## config.mk

```make
export PLATFORM = sky130hd
export DESIGN_NAME = sb_split_fwd
export DESIGN_NICKNAME = d
export VERILOG_FILES = /design/src/rtl/sb_pkg.sv /design/src/rtl/sb_slot.sv /design/src/rtl/sb_lookup.sv /design/src/rtl/sb_split_fwd.sv
export SDC_FILE = /design/constraint.sdc
export NUM_CORES = 2
export LEC_CHECK = 0
export BUFFER_PORTS_ARGS = -buffer_cell sky130_fd_sc_hd__buf_2
export CAP_MARGIN = 20
export CORE_MARGIN = 3
export CORE_UTILIZATION = 35
export DETAILED_ROUTE_END_ITERATION = 10
export SLEW_MARGIN = 20
export SYNTH_ARGS = -nofsm -noshare
export SYNTH_HDL_FRONTEND = slang
export SYNTH_SLANG_ARGS = --single-unit
```

## constraint.sdc

```tcl
create_clock -name clk -period 10.8 [get_ports clk]
set_clock_uncertainty 0.15 [all_clocks]
set_input_delay 0.54 -clock clk [delete_from_list [all_inputs] [get_ports clk]]
set_output_delay 0.54 -clock clk [all_outputs]
set_load 0.005 [all_outputs]
```

## src/rtl/sb_pkg.sv

```systemverilog
package sb_pkg;

    typedef enum logic [2:0] {
        E_FREE,
        E_WAIT_BOTH,
        E_HAVE_ADDR,
        E_HAVE_DATA,
        E_READY,
        E_RETIRED
    } slot_state_e;

    typedef enum logic [1:0] {
        LD_NONE   = 2'b00,
        LD_FWD    = 2'b01,
        LD_REPLAY = 2'b10,
        LD_BLOCK  = 2'b11
    } ld_res_e;

    function automatic logic [2:0] size_bytes(input logic [1:0] code);
        case (code)
            2'd0:    size_bytes = 3'd1;
            2'd1:    size_bytes = 3'd2;
            default: size_bytes = 3'd4;
        endcase
    endfunction

    function automatic logic has_addr(input slot_state_e s);
        has_addr = (s == E_HAVE_ADDR) || (s == E_READY) || (s == E_RETIRED);
    endfunction

    function automatic logic has_data(input slot_state_e s);
        has_data = (s == E_HAVE_DATA) || (s == E_READY) || (s == E_RETIRED);
    endfunction

endpackage

```

## src/rtl/sb_slot.sv

```systemverilog
module sb_slot
    import sb_pkg::*;
#(
    parameter int AW = 16,
    parameter int DW = 32
) (
    input  logic          clk,
    input  logic          rst_n,
    input  logic          alloc_hit,
    input  logic          sta_hit,
    input  logic [AW-1:0] sta_addr,
    input  logic [1:0]    sta_size,
    input  logic          std_hit,
    input  logic [DW-1:0] std_data,
    input  logic          retire_hit,
    input  logic          drain_hit,
    input  logic          flush,
    output slot_state_e   state_o,
    output logic [AW-1:0] addr_o,
    output logic [1:0]    size_o,
    output logic [DW-1:0] data_o
);

    slot_state_e st_q, st_d;
    logic        take_addr, take_data;
    logic [AW-1:0] addr_q;
    logic [1:0]    size_q;
    logic [DW-1:0] data_q;

    always_ff @(posedge clk) begin
        if (!rst_n) st_q <= E_FREE;
        else        st_q <= st_d;
    end

    always_comb begin
        take_addr = sta_hit && !flush && (st_q == E_WAIT_BOTH || st_q == E_HAVE_DATA);
        take_data = std_hit && !flush && (st_q == E_WAIT_BOTH || st_q == E_HAVE_ADDR);
        st_d = st_q;
        unique case (st_q)
            E_FREE:      if (alloc_hit) st_d = E_WAIT_BOTH;
            E_WAIT_BOTH: begin
                if (take_addr && take_data) st_d = E_READY;
                else if (take_addr)         st_d = E_HAVE_ADDR;
                else if (take_data)         st_d = E_HAVE_DATA;
            end
            E_HAVE_ADDR: if (take_data)  st_d = E_READY;
            E_HAVE_DATA: if (take_addr)  st_d = E_READY;
            E_READY:     if (retire_hit) st_d = E_RETIRED;
            E_RETIRED:   if (drain_hit)  st_d = E_FREE;
            default:     st_d = E_FREE;
        endcase
        if (flush && st_q != E_FREE && st_q != E_RETIRED && !retire_hit)
            st_d = E_FREE;
    end

    always_ff @(posedge clk) begin
        if (!rst_n) begin
            addr_q <= '0;
            size_q <= '0;
            data_q <= '0;
        end else begin
            if (take_addr) begin
                addr_q <= sta_addr;
                size_q <= sta_size;
            end
            if (take_data) data_q <= std_data;
        end
    end

    always_comb begin
        state_o = st_q;
        addr_o  = addr_q;
        size_o  = size_q;
        data_o  = data_q;
    end

    // only a ready slot may become retired
    a_r3_retire_from_ready: assert property (@(posedge clk) disable iff (!rst_n)
        (st_q != E_RETIRED && st_q != E_READY) |=> (st_q != E_RETIRED));

    // a retired slot survives flush until drained
    a_r12_retired_kept: assert property (@(posedge clk) disable iff (!rst_n)
        (st_q == E_RETIRED && !drain_hit) |=> (st_q == E_RETIRED));

    // both halves are needed to become ready
    a_r2_ready_needs_both: assert property (@(posedge clk) disable iff (!rst_n)
        (st_q == E_WAIT_BOTH && !(sta_hit && std_hit)) |=> (st_q != E_READY));

endmodule

```

## src/rtl/sb_lookup.sv

```systemverilog
module sb_lookup
    import sb_pkg::*;
#(
    parameter int DEPTH = 8,
    parameter int AW    = 16,
    parameter int DW    = 32,
    localparam int IW   = $clog2(DEPTH),
    localparam int PW   = IW + 1,
    localparam int NB   = DW / 8
) (
    input  logic          clk,
    input  logic          rst_n,
    input  slot_state_e   slot_st   [DEPTH],
    input  logic [AW-1:0] slot_addr [DEPTH],
    input  logic [1:0]    slot_size [DEPTH],
    input  logic [DW-1:0] slot_data [DEPTH],
    input  logic [PW-1:0] head_ptr,
    input  logic [PW-1:0] count,
    input  logic          ld_valid,
    input  logic [AW-1:0] ld_addr,
    input  logic [1:0]    ld_size,
    input  logic [PW-1:0] ld_snap,
    output logic [1:0]    res_o,
    output logic [DW-1:0] data_o
);

    logic [PW-1:0] span, win;
    logic [IW-1:0] pos;
    logic [AW:0]   s_lo, s_hi, l_lo, l_hi;
    logic          ovl;
    ld_res_e       res;
    logic [DW-1:0] hit_data, mask;

    always_comb begin
        span     = ld_snap - head_ptr;
        win      = (span > count) ? '0 : span;
        res      = LD_NONE;
        hit_data = '0;
        pos      = '0;
        s_lo     = '0;
        s_hi     = '0;
        ovl      = 1'b0;
        l_lo     = {1'b0, ld_addr};
        l_hi     = l_lo + (AW+1)'(size_bytes(ld_size));
        for (int k = 0; k < DEPTH; k++) begin
            if (ld_valid && (PW'(k) < win)) begin
                pos  = head_ptr[IW-1:0] + IW'(k);
                s_lo = {1'b0, slot_addr[pos]};
                s_hi = s_lo + (AW+1)'(size_bytes(slot_size[pos]));
                ovl  = (s_lo < l_hi) && (l_lo < s_hi);
                if (!has_addr(slot_st[pos])) begin
                    res = LD_REPLAY;
                end else if (ovl) begin
                    if (!has_data(slot_st[pos])) begin
                        res = LD_REPLAY;
                    end else if (s_lo == l_lo &&
                                 size_bytes(slot_size[pos]) >= size_bytes(ld_size)) begin
                        res      = LD_FWD;
                        hit_data = slot_data[pos];
                    end else begin
                        res = LD_BLOCK;
                    end
                end
            end
        end
    end

    always_comb begin
        mask = '0;
        for (int b = 0; b < NB; b++)
            mask[b*8 +: 8] = (b < int'(size_bytes(ld_size))) ? 8'hFF : 8'h00;
    end

    always_comb begin
        res_o  = res;
        data_o = (res == LD_FWD) ? (hit_data & mask) : '0;
    end

    // data lines are quiet unless a forward happens
    a_r13_quiet_data: assert property (@(posedge clk) disable iff (!rst_n)
        (res_o != 2'b01) |-> (data_o == '0));

    // no lookup, no result
    a_r6_idle_none: assert property (@(posedge clk) disable iff (!rst_n)
        !ld_valid |-> (res_o == 2'b00));

    // a non-zero result needs a non-empty window
    a_r5_window: assert property (@(posedge clk) disable iff (!rst_n)
        (res_o != 2'b00) |-> (win != '0));

endmodule

```

## src/rtl/sb_split_fwd.sv

```systemverilog
module sb_split_fwd
    import sb_pkg::*;
#(
    parameter int DEPTH = 8,
    parameter int AW    = 16,
    parameter int DW    = 32,
    localparam int IW   = $clog2(DEPTH),
    localparam int PW   = IW + 1
) (
    input  logic          clk,
    input  logic          rst_n,
    input  logic          alloc_valid,
    output logic          alloc_ready,
    output logic [PW-1:0] alloc_tag,
    input  logic          sta_valid,
    input  logic [IW-1:0] sta_idx,
    input  logic [AW-1:0] sta_addr,
    input  logic [1:0]    sta_size,
    input  logic          std_valid,
    input  logic [IW-1:0] std_idx,
    input  logic [DW-1:0] std_data,
    input  logic          retire,
    input  logic          flush,
    input  logic          ld_valid,
    input  logic [AW-1:0] ld_addr,
    input  logic [1:0]    ld_size,
    input  logic [PW-1:0] ld_snap,
    output logic [1:0]    ld_res,
    output logic [DW-1:0] ld_data,
    output logic          drain_valid,
    input  logic          drain_ready,
    output logic [AW-1:0] drain_addr,
    output logic [1:0]    drain_size,
    output logic [DW-1:0] drain_data
);

    logic [PW-1:0] head_q, ret_q, tail_q;
    logic [PW-1:0] head_d, ret_d, tail_d;
    logic [PW-1:0] count;
    logic          full, alloc_ok, retire_ok, drain_ok;

    slot_state_e   slot_st   [DEPTH];
    logic [AW-1:0] slot_addr [DEPTH];
    logic [1:0]    slot_size [DEPTH];
    logic [DW-1:0] slot_data [DEPTH];

    always_comb begin
        count     = tail_q - head_q;
        full      = (count == PW'(DEPTH));
        alloc_ok  = alloc_valid && !full && !flush;
        retire_ok = retire && (ret_q != tail_q) && (slot_st[ret_q[IW-1:0]] == E_READY);
        drain_ok  = (slot_st[head_q[IW-1:0]] == E_RETIRED) && drain_ready;
        head_d    = head_q + PW'(drain_ok);
        ret_d     = ret_q + PW'(retire_ok);
        tail_d    = flush ? ret_d : (tail_q + PW'(alloc_ok));
    end

    always_ff @(posedge clk) begin
        if (!rst_n) begin
            head_q <= '0;
            ret_q  <= '0;
            tail_q <= '0;
        end else begin
            head_q <= head_d;
            ret_q  <= ret_d;
            tail_q <= tail_d;
        end
    end

    for (genvar g = 0; g < DEPTH; g++) begin : g_slot
        sb_slot #(.AW(AW), .DW(DW)) u_slot (
            .clk        (clk),
            .rst_n      (rst_n),
            .alloc_hit  (alloc_ok && tail_q[IW-1:0] == IW'(g)),
            .sta_hit    (sta_valid && sta_idx == IW'(g)),
            .sta_addr   (sta_addr),
            .sta_size   (sta_size),
            .std_hit    (std_valid && std_idx == IW'(g)),
            .std_data   (std_data),
            .retire_hit (retire_ok && ret_q[IW-1:0] == IW'(g)),
            .drain_hit  (drain_ok && head_q[IW-1:0] == IW'(g)),
            .flush      (flush),
            .state_o    (slot_st[g]),
            .addr_o     (slot_addr[g]),
            .size_o     (slot_size[g]),
            .data_o     (slot_data[g])
        );
    end

    sb_lookup #(.DEPTH(DEPTH), .AW(AW), .DW(DW)) u_lookup (
        .clk       (clk),
        .rst_n     (rst_n),
        .slot_st   (slot_st),
        .slot_addr (slot_addr),
        .slot_size (slot_size),
        .slot_data (slot_data),
        .head_ptr  (head_q),
        .count     (count),
        .ld_valid  (ld_valid),
        .ld_addr   (ld_addr),
        .ld_size   (ld_size),
        .ld_snap   (ld_snap),
        .res_o     (ld_res),
        .data_o    (ld_data)
    );

    always_comb begin
        alloc_ready = !full;
        alloc_tag   = tail_q;
        drain_valid = (slot_st[head_q[IW-1:0]] == E_RETIRED);
        drain_addr  = slot_addr[head_q[IW-1:0]];
        drain_size  = slot_size[head_q[IW-1:0]];
        drain_data  = slot_data[head_q[IW-1:0]];
    end

    // occupancy never exceeds the slot count
    a_r1_no_overflow: assert property (@(posedge clk) disable iff (!rst_n)
        (count <= PW'(DEPTH)));

    // a full buffer does not move its tail on a request
    a_r1_full_holds: assert property (@(posedge clk) disable iff (!rst_n)
        (!alloc_ready && !flush) |=> $stable(tail_q));

    // a stalled drain offer is held
    a_r4_drain_hold: assert property (@(posedge clk) disable iff (!rst_n)
        (drain_valid && !drain_ready) |=>
            (drain_valid && $stable(drain_addr) && $stable(drain_data)));

    // after flush the tail sits at the retire point
    a_r12_flush_tail: assert property (@(posedge clk) disable iff (!rst_n)
        flush |=> (tail_q == ret_q));

endmodule

```

# ---- Word level (Yosys, flattened, before mapping)
# Cells that the tools add are included.
# Widths: inputs -> output; s select.
dict set report op_classes {
  n_addsub 21
  n_lt_le_gt_ge 46
  eq_ne 184
  n_mux 339
  n_bitwise 11
  reduce_logical 237
}
# operator count
set ops {}
lappend ops {{$mux 32} 57}
lappend ops {{$bmux 32 s3} 8}
lappend ops {{$mux 3} 154}
lappend ops {{$bmux 16 s3} 8}
lappend ops {{$lt 16x17->1} 16}
lappend ops {{$mux 16} 16}
lappend ops {{$eq 3x3->1 const B} 53}
lappend ops {{$add 16x3->17} 9}
lappend ops {{$pmux 3 s6} 8}
lappend ops {{$logic_and 1x1->1} 133}
lappend ops {{$eq 16x16->1} 8}
lappend ops {{$eq 3x2->1 const B} 42}
lappend ops {{$mux 2} 56}
lappend ops {{$bmux 3 s3} 9}
lappend ops {{$ne 2x1->1 const B} 40}
lappend ops {{$pmux 3 s2} 9}
lappend ops {{$bmux 2 s3} 8}
lappend ops {{$logic_or 1x1->1} 48}
lappend ops {{$reduce_and 6->1} 8}
lappend ops {{$eq 3x1->1 const B} 13}
lappend ops {{$logic_not 3->1} 13}
lappend ops {{$ge 4x4->1 const B} 9}
lappend ops {{$not 3->4} 9}
lappend ops {{$and 32x32->32} 1}
lappend ops {{24 further kinds} 103}
dict set report word_totals {
  reg_bits 436
  in_bits 87
  out_inout_bits 90
  wordCells 873
}

# ---- Logic depth before layout (Yosys ltp)
dict set report logic_depth {
  ltp_word 57
  ltp_mapped 45
}

# ---- By module
# A second synthesis with hierarchy kept.
dict set report unflattened {
  cells_unflattened 6041
  area_unflattened_um2 54109.4
}
# module instances cells_each area_each_um2 seq_area_each_um2
set modules_own_cells {}
lappend modules_own_cells {sb_lookup 1 3519 30554.3 0.0}
lappend modules_own_cells {sb_slot 8 258 2392.3 1061.0}
lappend modules_own_cells {sb_split_fwd 1 458 4416.7 240.2}

# ---- Worst setup path after synthesis
# OpenSTA, ideal clock, no wires.
dict set report synth_path {
  kind {reg-to-output}
  start {register head_q[0]}
  end {output port ld_data[10]}
  arrival_ns 9.467
  required_time_ns 10.110
  slack_ns 0.643
  path_stages_with_launch 44
  path_buffers 18
  cell_sequence {dfxtp_1 > buf_4 > inv_1 > buf_4 > buf_2 > buf_2 > buf_2 > buf_2 > ha_1 > buf_4 > buf_4 > buf_4 > buf_4 > buf_4 > buf_2 > buf_2 > buf_2 > buf_1 > [8 not listed] > a2111oi_0 > nor4_1 > o21bai_1 > nor3_1 > nand4_1 > xor2_1 > ha_1 > a2111oi_0 > o21ai_0 > o32ai_1 > o21a_1 > and4_1 > clkbuf_1 > buf_1 > a21oi_1 > a221oi_1 > nor4_1 > nor4_1}
}
dict set report synth_between {
  elab_chain_cells 54
  word_cells_on_any_way 398
  cone_classes {17 x add/sub; 33 x order compare; 49 x eq/ne; 226 x mux; 9 x bitwise; 64 x reduce/logical}
}
# element line_no
set synth_rtl {}
lappend synth_rtl {{start, declared} sb_split_fwd.sv:37} ;# logic [PW-1:0] head_q, ret_q, tail_q;
lappend synth_rtl {{start signal, assigned} sb_split_fwd.sv:60} ;# head_q <= '0;
lappend synth_rtl {{start signal, assigned} sb_split_fwd.sv:64} ;# head_q <= head_d;
lappend synth_rtl {{parallel branches: the longest is 53 deep, another holds $add 16x3->17} n/a}
lappend synth_rtl {{$mux 32 (*)} sb_lookup.sv:76} ;# data_o = (res == LD_FWD) ? (hit_data & mask) : '0;
lappend synth_rtl {{end, declared} sb_split_fwd.sv:29} ;# output logic [DW-1:0] ld_data,
# Mark *: on every way between the ends. The select of a mux whose other input is x is not followed.

# ---- Worst setup path after layout
dict set report layout_path {
  start {register head_q[1]}
  end {output port ld_data[9]}
}
# Same word-level chain as after synthesis.

==> metrics.md <==
| Metric | Value |
|---|---|
| Portion of netlist area occupied by mux cells | `28.46%` |
| Synth Area in XOR/XNOR | `about 4.8%` |
| Synth cell count leaders | `nand2_1, mux4_2, dfxtp_1` |
| Clock power frac | `between 40% and 50%` |
| Num ports | `between 150 and 200` |
| Most area-hungry cell type in the Yosys netlist | `mux4_2` |
| Critical path class | `register to primary output` |
| Clk sinks | `around 440` |
| Post-synthesis average cell area | `between 8 and 9 µm²` |
| Area share of fa/ha/maj cells after synthesis | `under 10%` |
| Flops & latches, synth | `approximately 440` |
| Post-synth ARST share | `0%` |
| Largest family of logic cells by synthesized area | `multiplexers` |
| Reg-to-reg slack, setup | `approximately 5700 ps` |
| Starting Density | `around 35%` |
| Critical Path Source Type | `register` |
| Period minus WS final | `10500 ps` |
| Largest net degree at the start of global routing | `262` |
| Post-synthesis sequential area ratio | `between 15 and 20%` |
| Combinational Power Share | `roughly 14%` |
| Worst relative slew slack | `4.567%` |
| Hold path start | `std_data[16]` |
| Initial antenna violation count | `21` |
| CP endpoint kind | `primary output` |
| Outcome | `finished, final reports clean` |
| Total CTS buffers | `54` |
| Mapped Cells | `~6000` |
| Period utilization | `a little over nine tenths` |
| Max IR drop VDD | `between 0.0001 and 0.00015 V` |
| First-pass GRT wire length | `314200 µm` |
| Leakage | `just under 20 nW` |
| Dominant cells by area after synthesis | `mux4_2, dfxtp_1, nand2_1` |
| Yosys Warn Count | `0` |
| Netlist Area Pre-Place | `0.05047 mm²` |
| Compound-Gate Fraction of Synth Area | `16.70%` |
| Setup violators final | `0` |
| Simple-gate share of the synthesized area | `about a fifth` |
| Cells on worst reg2reg path | `14` |
| Crit path max-delay cell type | `nor4_1` |
| WP data arrival | `between 9000 and 10000 ps` |
| Die H | `~390 µm` |
| CTS tree | `done` |
| Vias per cell | `6.403` |
| Post-route ant nets | `0` |
| Nets | `between 6000 and 7000` |
| Drc violations | `0` |
| Sw Ratio | `between 20% and 30%` |
| Internal power | `around 3 mW` |
| Gr ovfl total | `0` |
| DRT iter0 DRCs | `about 5700` |
| Drt total wl | `between 200000 and 250000 µm` |
| DP Worst Slack | `roughly 1000 ps` |
| Clock Tree Buf Depth | `3` |
| Layout Area Growth over Synthesis | `8.348%` |
| Clk_lat worst skew | `about 680 ps` |
| Netlist cell types | `91` |
| Share of cells above drive strength 1 | `18.16%` |
| Core ar. | `roughly 0.14 mm²` |
| Fill count | `around 14000` |
| Final HPWL DP | `148500 µm` |
| Flop pwr share | `39.2%` |
| Root Driver | `clkbuf_16` |
| Std cell rows | `138` |
| PwrDens | `between 70 and 80 mW/mm²` |
| Crit path max fanout | `34` |
| Hold WC Path Type | `input port to register` |
| Most common flop cell mapped by yosys | `dfxtp_1` |
| Psw | `approximately 1.2 mW` |
| Die ar. | `between 0.1 and 0.15 mm²` |
| Number of flops mapped to enable cells by yosys | `0` |
| Hold Path Depth | `3` |
| CP dominant cell by count | `inv_1` |
| Critical path's largest stage delay | `around 790 ps` |
| Vias in the first global route | `46010` |
| Placed cell areas | `0.05266 mm²` |
| Max Slew Vio Count | `0` |
| Top-count cell post-synth | `nand2_1` |
| Min-Delay Endpoint | `g_slot[6].u_slot.data_o[16]` |
| Post-synthesis net count | `6287` |
| Worst setup margin | `around 300 ps` |
| WP data required | `a little over 10000 ps` |
| Final Power | `roughly 4.2 mW` |
| TNS Setup | `0 ps` |
| Slew at the pin closest to its max-slew limit | `1431 ps` |
| First drt pass iteration count | `6` |
| Reg-to-reg startpoint | `head_q[0]` |
| Max Freq | `roughly 0.095 GHz` |
| Clock Pin Slew Worst Setup and Hold Paths | `~70 ps` |
| Yosys top cell area share | `20.71%` |
| Fin util | `a little under two fifths` |
| Wire per inst | `roughly 28 µm` |
| Vias | `around 49000` |
| Gp weighted congestion | `about 1.1` |
| Worst R2R End | `g_slot[3].u_slot.state_o[0]` |
| RSZ-0062 raised after global routing | `false` |
| Crit path from | `head_q[1]` |
| PortBufs | `~180` |
| Fin. Hold Viols | `0` |
| Die X | `385.7 µm` |
| Global Route Usage Sum | `28.13%` |
| Number of max-cap violations | `0` |
| # H-tree levels | `2` |
| Post-route cell area | `0.05468 mm²` |
layer usage:
layer  global-route usage, %  share of wire (%)  routed length, µm  vias to the layer above
met5                       0              0.025                 53                        -
met4                   15.55                6.4              13830                        8
li1                        -                  -                  -                    21250
met1                   35.91                 38              82000                    23860
met3                   6.293                 11              24470                      700
met2                   43.96                 44              95540                     3128
cell families (layout without fill, tap and decap cells):
logic type,after synthesis,in the layout
AO/OA/AOI/OAI,1205,1205
XOR/XNOR,274,274
adder cells (fa/ha/maj),328,328
buffers and inverters,669,541
flip-flops,436,436
multiplexers,842,842
other,0,11
AND/OR/NAND/NOR,2118,2118
flip-flops by register name (all words and copies together), names as in the netlist:
register and flops:
g_slot.u_slot.data_o 256, alloc_tag 4, head_q 4, ret_q 4, g_slot.u_slot.state_o 24, g_slot.u_slot.size_o 16
g_slot.u_slot.addr_o 128
metrics by stage:
| stage | std cells | hold slack [ps] |
|---|---|---|
| floorplan | 5872 | 317.9 |
| global route | 7639 | 35.69 |
| finish | 7645 | 36.23 |
| detailed placement | 7532 | 349.2 |
| CTS | 7633 | 0.6116 |
| global placement | 7531 | 336.9 |
power groups by stage:
stage,clock [mW],combinational (mW),sequential (mW)
after CTS,1.99,0.589,1.66
after global placement,0,0.577,1.69
after floorplan,0,0.386,1.67
after global routing,2.06,0.648,1.66
after detailed placement,0,0.584,1.69
final,1.97,0.609,1.66
final cells by class:
class	count	area, µm²	area share (%)
timing repair buffer	307	1969	3.602
multi-input combinational	4767	39130	71.56
sequential	436	8740	15.98
tap	1890	2365	4.325
clock buffer	79	1625	2.972
inverter	136	515.5	0.9428
antenna	11	27.53	0.05034
clock inverter	19	306.5	0.5606
layout by cell type (no fill, tap or decap), types with 66 or more instances in the layout:
master | netlist | final
o21ai_0 | 112 | 112
mux4_2 | 464 | 464
nand2_1 | 1307 | 1307
dfxtp_1 | 436 | 433
mux2i_1 | 285 | 285
nand3_1 | 106 | 106
xnor2_1 | 184 | 179
nand4_1 | 82 | 82
mux2_2 | 91 | 91
buf_4 | 32 | 121
nor3_1 | 66 | 66
buf_2 | 99 | 175
ha_1 | 317 | 313
inv_1 | 131 | 129
a21oi_1 | 219 | 219
a21boi_0 | 405 | 405
nor2_1 | 192 | 192
xor2_1 | 89 | 86
worst max-delay path, delay by kind of cell (launching register included):
family / cells / cell delay [ps]
compound gates: 6 / 1710
xor+xnor: 1 / 180
fa+ha+maj: 4 / 1560
buf+inv: 6 / 1190
flops: 1 / 760
mux: 2 / 720
simple gates: 8 / 2980
what timing repair did:
item / 4_1_cts / 5_1_grt
hold buffers: 3 / 0
buffers inserted: 0 / 1
hold endpoints to repair: 10 / 0
endpoints found under the setup margin: 0 / 24
resized for setup: 0 / 2
how the worst max path moves through the flow:
stage	end	slack, ps	depth (start not counted)
after detailed placement	ld_data[30]	1050	26
after global placement	ld_data[30]	1140	26
final	ld_data[9]	300	27
after CTS	ld_data[30]	330	26
after floorplan	ld_data[10]	640	43
after global routing	ld_data[9]	50	28
Note: power is estimated with default switching activity, not from simulation.
